### config.mk
export PLATFORM = sky130hd
export DESIGN_NAME = jr_ring_ctrl
export DESIGN_NICKNAME = d
export VERILOG_FILES = /design/src/rtl/jr_pkg.sv /design/src/rtl/jr_in_ring.sv /design/src/rtl/jr_out_ring.sv /design/src/rtl/jr_status.sv /design/src/rtl/jr_ring_ctrl.sv
export SDC_FILE = /design/constraint.sdc
export NUM_CORES = 1
export LEC_CHECK = 0
export ABC_AREA = 1
export ABC_CLOCK_PERIOD_IN_PS = 8250
export BUFFER_PORTS_ARGS = -buffer_cell sky130_fd_sc_hd__buf_2
export CAP_MARGIN = 20
export CORE_ASPECT_RATIO = 1.2
export CORE_UTILIZATION = 54
export DETAILED_ROUTE_END_ITERATION = 7
export PLACE_DENSITY_LB_ADDON = 0.15
export SLEW_MARGIN = 20
export SYNTH_ARGS = -nofsm -noshare
export SYNTH_HDL_FRONTEND = slang
export SYNTH_SLANG_ARGS = --single-unit
### constraint.sdc
create_clock -name clk -period 8.25 [get_ports clk]
set_clock_uncertainty 0.15 [all_clocks]
set_input_delay 1.65 -clock clk [delete_from_list [all_inputs] [get_ports clk]]
set_output_delay 1.65 -clock clk [all_outputs]
set_load 0.02 [all_outputs]
### src/rtl/jr_pkg.sv
package jr_pkg;
   localparam int unsigned STAT_DONE_BIT = 0;
   localparam int unsigned STAT_ERR_BIT  = 1;

   typedef enum logic [1:0] {
      JR_ERR_NONE = 2'd0,
      JR_ERR_ADD  = 2'd1,
      JR_ERR_RMV  = 2'd2,
      JR_ERR_BOTH = 2'd3
   } jr_err_e;
endpackage

### src/rtl/jr_in_ring.sv
module jr_in_ring #(
   parameter int unsigned DEPTH = 16,
   parameter int unsigned CNT_W = $clog2(DEPTH + 1),
   parameter int unsigned IDX_W = $clog2(DEPTH)
) (
   input  logic             clk,
   input  logic             rst_n,
   input  logic             add_we,
   input  logic [CNT_W-1:0] add_n,
   input  logic             take,
   output logic [CNT_W-1:0] avail,
   output logic             pend_nz,
   output logic [IDX_W-1:0] rd_idx,
   output logic             add_err
);
   logic [CNT_W-1:0] avail_q, pend_q, acc_n;
   logic [IDX_W-1:0] rd_q;
   logic             accept;

   assign add_err = add_we && (add_n > avail_q);
   assign accept  = add_we && !add_err;
   assign acc_n   = accept ? add_n : '0;

   always_ff @(posedge clk) begin
      if (!rst_n) begin
         avail_q <= CNT_W'(DEPTH);
         pend_q  <= '0;
         rd_q    <= '0;
      end else begin
         avail_q <= avail_q - acc_n + CNT_W'(take);
         pend_q  <= pend_q + acc_n - CNT_W'(take);
         if (take) rd_q <= rd_q + 1'b1;
      end
   end

   assign avail   = avail_q;
   assign pend_nz = (pend_q != '0);
   assign rd_idx  = rd_q;
endmodule

### src/rtl/jr_out_ring.sv
module jr_out_ring #(
   parameter int unsigned DEPTH = 16,
   parameter int unsigned CNT_W = $clog2(DEPTH + 1),
   parameter int unsigned IDX_W = $clog2(DEPTH)
) (
   input  logic             clk,
   input  logic             rst_n,
   input  logic             put,
   input  logic             rmv_we,
   input  logic [CNT_W-1:0] rmv_n,
   output logic [CNT_W-1:0] full,
   output logic             room,
   output logic [IDX_W-1:0] wr_idx,
   output logic             rmv_err
);
   logic [CNT_W-1:0] full_q, rm_n;
   logic [IDX_W-1:0] wr_q;

   assign rmv_err = rmv_we && (rmv_n > full_q);
   assign rm_n    = (rmv_we && !rmv_err) ? rmv_n : '0;

   always_ff @(posedge clk) begin
      if (!rst_n) begin
         full_q <= '0;
         wr_q   <= '0;
      end else begin
         full_q <= full_q - rm_n + CNT_W'(put);
         if (put) wr_q <= wr_q + 1'b1;
      end
   end

   assign full   = full_q;
   assign room   = (full_q < CNT_W'(DEPTH));
   assign wr_idx = wr_q;
endmodule

### src/rtl/jr_status.sv
module jr_status
   import jr_pkg::*;
(
   input  logic       clk,
   input  logic       rst_n,
   input  logic       set_done,
   input  logic       add_err,
   input  logic       rmv_err,
   input  logic       clr_we,
   input  logic [1:0] clr_mask,
   output logic [1:0] status,
   output logic [1:0] err_code,
   output logic       irq
);
   logic    done_q, err_q, err_keep, done_keep;
   jr_err_e code_q, new_code;

   always_comb begin
      case ({rmv_err, add_err})
         2'b01:   new_code = JR_ERR_ADD;
         2'b10:   new_code = JR_ERR_RMV;
         2'b11:   new_code = JR_ERR_BOTH;
         default: new_code = JR_ERR_NONE;
      endcase
   end

   assign err_keep  = err_q  && !(clr_we && clr_mask[STAT_ERR_BIT]);
   assign done_keep = done_q && !(clr_we && clr_mask[STAT_DONE_BIT]);

   always_ff @(posedge clk) begin
      if (!rst_n) begin
         done_q <= 1'b0;
         err_q  <= 1'b0;
         code_q <= JR_ERR_NONE;
      end else begin
         done_q <= done_keep || set_done;
         err_q  <= err_keep || (new_code != JR_ERR_NONE);
         code_q <= err_keep ? code_q : new_code;
      end
   end

   assign status[STAT_DONE_BIT] = done_q;
   assign status[STAT_ERR_BIT]  = err_q;
   assign err_code = code_q;
   assign irq      = done_q | err_q;
endmodule

### src/rtl/jr_ring_ctrl.sv
module jr_ring_ctrl #(
   parameter int unsigned DEPTH      = 16,
   parameter int unsigned DESC_BYTES = 32,
   parameter int unsigned ADDR_W     = 32,
   localparam int unsigned CNT_W     = $clog2(DEPTH + 1),
   localparam int unsigned IDX_W     = $clog2(DEPTH),
   localparam int unsigned SHIFT     = $clog2(DESC_BYTES)
) (
   input  logic              clk,
   input  logic              rst_n,
   input  logic              ring_en,
   input  logic [ADDR_W-1:0] in_base,
   input  logic [ADDR_W-1:0] out_base,
   input  logic              add_we,
   input  logic [CNT_W-1:0]  add_n,
   input  logic              rmv_we,
   input  logic [CNT_W-1:0]  rmv_n,
   input  logic              clr_we,
   input  logic [1:0]        clr_mask,
   output logic [CNT_W-1:0]  slots_avail,
   output logic [CNT_W-1:0]  slots_full,
   output logic [1:0]        status,
   output logic [1:0]        err_code,
   output logic              irq,
   output logic              eng_start,
   output logic [ADDR_W-1:0] eng_desc_addr,
   input  logic              eng_done,
   output logic              out_wr_valid,
   output logic [ADDR_W-1:0] out_wr_addr,
   output logic [ADDR_W-1:0] out_wr_data
);
   initial begin
      assert (DEPTH >= 2 && (DEPTH & (DEPTH - 1)) == 0)
         else $error("DEPTH must be a power of two of at least 2");
      assert ((DESC_BYTES & (DESC_BYTES - 1)) == 0 && DESC_BYTES >= 1)
         else $error("DESC_BYTES must be a power of two");
      assert (ADDR_W > IDX_W + SHIFT)
         else $error("ADDR_W too narrow for ring span");
   end

   logic             pend_nz, room, take, put, add_err, rmv_err;
   logic             busy_q;
   logic [IDX_W-1:0] rd_idx, wr_idx;
   logic [ADDR_W-1:0] in_off, out_off, cur_q;

   jr_in_ring #(.DEPTH(DEPTH), .CNT_W(CNT_W), .IDX_W(IDX_W)) u_in (
      .clk(clk), .rst_n(rst_n), .add_we(add_we), .add_n(add_n),
      .take(take), .avail(slots_avail), .pend_nz(pend_nz),
      .rd_idx(rd_idx), .add_err(add_err)
   );

   jr_out_ring #(.DEPTH(DEPTH), .CNT_W(CNT_W), .IDX_W(IDX_W)) u_out (
      .clk(clk), .rst_n(rst_n), .put(put), .rmv_we(rmv_we),
      .rmv_n(rmv_n), .full(slots_full), .room(room),
      .wr_idx(wr_idx), .rmv_err(rmv_err)
   );

   jr_status u_stat (
      .clk(clk), .rst_n(rst_n), .set_done(put), .add_err(add_err),
      .rmv_err(rmv_err), .clr_we(clr_we), .clr_mask(clr_mask),
      .status(status), .err_code(err_code), .irq(irq)
   );

   generate
      if (SHIFT == 0) begin : g_unit_stride
         assign in_off  = ADDR_W'(rd_idx);
         assign out_off = ADDR_W'(wr_idx);
      end else begin : g_scaled_stride
         assign in_off  = ADDR_W'({rd_idx, {SHIFT{1'b0}}});
         assign out_off = ADDR_W'({wr_idx, {SHIFT{1'b0}}});
      end
   endgenerate

   // one job in flight; outbound must have space for its completion
   assign take = ring_en && pend_nz && !busy_q && room;
   assign put  = busy_q && eng_done;

   always_ff @(posedge clk) begin
      if (!rst_n) begin
         busy_q <= 1'b0;
         cur_q  <= '0;
      end else begin
         if (take) begin
            busy_q <= 1'b1;
            cur_q  <= in_base + in_off;
         end else if (put) begin
            busy_q <= 1'b0;
         end
      end
   end

   assign eng_start     = take;
   assign eng_desc_addr = in_base + in_off;
   assign out_wr_valid  = put;
   assign out_wr_addr   = out_base + out_off;
   assign out_wr_data   = cur_q;
endmodule

==> run_results.csv <==
group,metric,value,unit
yosys,synth_warnings,0,
grt,grt_pass1_vias,4820,
layout,drive_gt1_share,24.2,%
power_and_ir_drop,p_leak,3.52,nW
power_and_ir_drop,finalPower,1.69,mW
yosys,synthFlopType,"dfxtp_1",
yosys,synth_edf_count,0,
detailed_routing,routedWlPerCell,11.5,microns
clocking,cts_tree,"yes",
timing,max_freq,194,MHz
yosys,yosysTopAreaCell,"dfxtp_1",
yosys,ys_top_cells_by_count,"nand2_1, inv_1, nor2_1",
timing,fin_tns_setup,0,ns
placement,place_ws,3.08,ns
detailed_routing,via_per_inst,4.93,
layout,area_growth,22.5,%
power_and_ir_drop,powerDensity,273,nW/um^2
detailed_routing,drc,0,
yosys,synth_seq_cells,60,
die,io_pins,196,
critical_path,crit_arrival,3.36,ns
critical_path,ff2ff_path_depth,15,
grt,grt_pass1_wl,20.9,mm
detailed_routing,drt_iter0_drc,206,
yosys,synth_cells,802,
outcome,status,"completed",
grt,antenna_found_initial,0,
critical_path,rrSetupSlack,4.62,ns
placement,hpwl,10.2,mm
clocking,cts_resized,0,
yosys,syn_area,5040,sq um
timing,hold_viol_final,0,
run,cap_violations,0,
yosys,ys_types,32,
timing,fin_crit,5.16,ns
layout,fin_nets,1106,
layout,seq_area,1200,sq um
timing,setup_viol,0,
critical_path,cpLargestDelayFamily,"simple AND/OR/NAND/NOR gates",
timing,rsz0062_at_grt,"no",
yosys,ys_top_cells_by_area,"dfxtp_1, nand2_1, ha_1",
layout,final_cells,1099,
timing,setup_slack,3.09,ns
critical_path,path_buf_inv,4,
yosys,yosys.area.top_type_share,23.8,%
die,die_w,90.2,microns
timing,slew_headroom,45.4,%
clocking,clock_latency,0.35,ns
layout,finalInstanceArea,6170,sq um
detailed_routing,drt_pass1_iterations,5,
critical_path,r2r_start,"busy_q",
die,rows,38,
worst_hold_path,hold_class,"reg -> reg",
placement,postPlaceCellArea,5970,sq um
clocking,holdBufCountCts,0,
detailed_routing,routed_wl,12.7,mm
grt,globalRouteTotalUtil,26.3,%
worst_hold_path,hold_path_end,"u_in.rd_idx[3]",
die,die_y,108,microns
placement,dp.cells,1083,
yosys,syn_avg_cell_area,6.28,sq um
yosys,syn-num-nets,934,
timing,hold-worst-slack,0.326,ns
critical_path,crit_type,"in -> out",
worst_hold_path,hold_depth,2,
critical_path,cp_max_fo,4,
critical_path,reg2reg_to,"u_in.pend_q[4]",
timing,finalMaxSlewViolations,0,
layout,multi_input_area,3170,sq um
yosys,async_reset_ff_share,0,%
detailed_routing,ant_nets,0,
critical_path,cp-end-kind,"primary output",
grt,met1_usage,31.0,%
placement,gp_congestion,0.930,
placement,io_buffers,185,
clocking,clk_pin_slew,0.07,ns
clocking,htree_levels,3,
yosys,yosysMostFrequentCell,"nand2_1",
layout,utilization,68.4,%
grt,grt_use_met2,48.5,%
die,die-area,9730,sq um
die,initial_utilization,55.8,%
clocking,ctsLongestPathBuffers,2,
layout,n_fill_cell,908,
worst_hold_path,hold_start,"u_in.rd_idx[3]",
critical_path,cpMaxStageDelayCell,"fa_1",
grt,grt.met3_usage,3.53,%
power_and_ir_drop,ir_worst_vdd,274,uV
timing,worstMarginPinSlew,0.814,ns
clocking,cts_sinks,60,
critical_path,cp_cell_sequence,"buf_2 > ha_1 > inv_1 > fa_1 > inv_1 > nand3_1 > nand2_1 > nand3_1 > nor3_1 > xor2_1 > buf_2",
critical_path,cp.depth,11,
grt,top_usage_layer,"met2",
grt,grt_start_max_net_pins,54,
detailed_routing,via_count,5413,
clocking,cts_setup_buffers,0,
timing,period_share,62.6,%
yosys,synth-seq-area-share,23.8,%
die,core,9030,sq um
grt,overflow,0,
critical_path,slowest_delay,0.39,ns
clocking,cts_root_buf,"clkbuf_8",
critical_path,crit_required,6.45,ns
layout,diodes,0,
clocking,cts_buffers,9,
critical_path,crit_path_start_kind,"input port",
state kept, by name (all words and copies together) (netlist names):
register and count:
u_stat.err_q 1, u_in.rd_idx 4, busy_q 1, u_out.full 5, out_wr_data 32, u_out.wr_idx 4
u_stat.done_q 1, u_in.avail 5, u_in.pend_q 5, u_stat.err_code 2
report_power, final:
part | internal (mW) | switching [mW]
Clock | 0.150 | 0.129
Sequential | 0.393 | 0.0581
Combinational | 0.348 | 0.608
Total | 0.891 | 0.794
logic make-up (layout without fill, tap and decap cells):
kind of cell,count (synthesis),after routing,synth area share [%]
AOI/OAI and AO/OA,68,68,6.80
xor gates and xnor gates,29,29,5.19
adders and majority gates,49,49,12.9
buffers and inverters,160,337,13.2
DFF,60,60,23.8
and+or+nand+nor,436,436,38.1
per-layer routing:
| layer | wire length [microns] | share of wire, % | vias up |
|---|---|---|---|
| met5 | 0 | 0 | - |
| met4 | 267 | 2.1 | 0 |
| met3 | 550 | 4.3 | 22 |
| met2 | 6420 | 51 | 156 |
| met1 | 5450 | 43 | 2388 |
| li1 | - | - | 2847 |
worst register-to-register path: stages, from the launching register on:
cell     delay, ns
dfxtp_1       0.34
nor3b_1       0.27
nand2_1       0.49
inv_2         0.18
buf_4         0.47
ha_1          0.24
inv_1         0.04
ha_1          0.21
fa_1          0.41
nand2_1       0.09
nand2_1       0.06
a21oi_1       0.20
xor2_1        0.20
nand2_1       0.07
nand2_1       0.06
nor2_1        0.05
how the worst max path moves through the flow:
stage / slack (ns) / from / endpoint
floorplan: 3.26 / out_base[5] / out_wr_addr[31]
global placement: 3.11 / out_base[5] / out_wr_addr[23]
detailed placement: 3.08 / out_base[5] / out_wr_addr[27]
CTS: 3.08 / out_base[5] / out_wr_addr[27]
global route: 2.88 / out_base[5] / out_wr_addr[23]
finish: 3.09 / out_base[5] / out_wr_addr[27]
final cells by class:
| cell class | instances | area share (%) |
|---|---|---|
| clock buffer | 10 | 2.23 |
| clock inverter | 6 | 1.16 |
| inverter | 135 | 8.21 |
| multi-input combinational | 582 | 51.4 |
| sequential | 60 | 19.5 |
| tap | 120 | 2.43 |
| timing repair buffer | 186 | 15.1 |
placed cells by master (no fill, tap or decap), types with 3 or more instances in the layout:
master,count
a21oi_1,30
buf_2,185
clkbuf_8,10
dfxtp_1,60
fa_1,5
ha_1,44
inv_1,132
nand2_1,203
nand2_2,12
nand3_1,60
nand3b_1,8
nand4_1,18
nor2_1,105
nor2_2,11
nor2_4,4
nor3_1,6
nor3b_1,3
o21ai_0,26
o21ai_1,11
xnor2_1,12
xor2_1,16
Note: power is estimated with default switching activity, not from simulation.
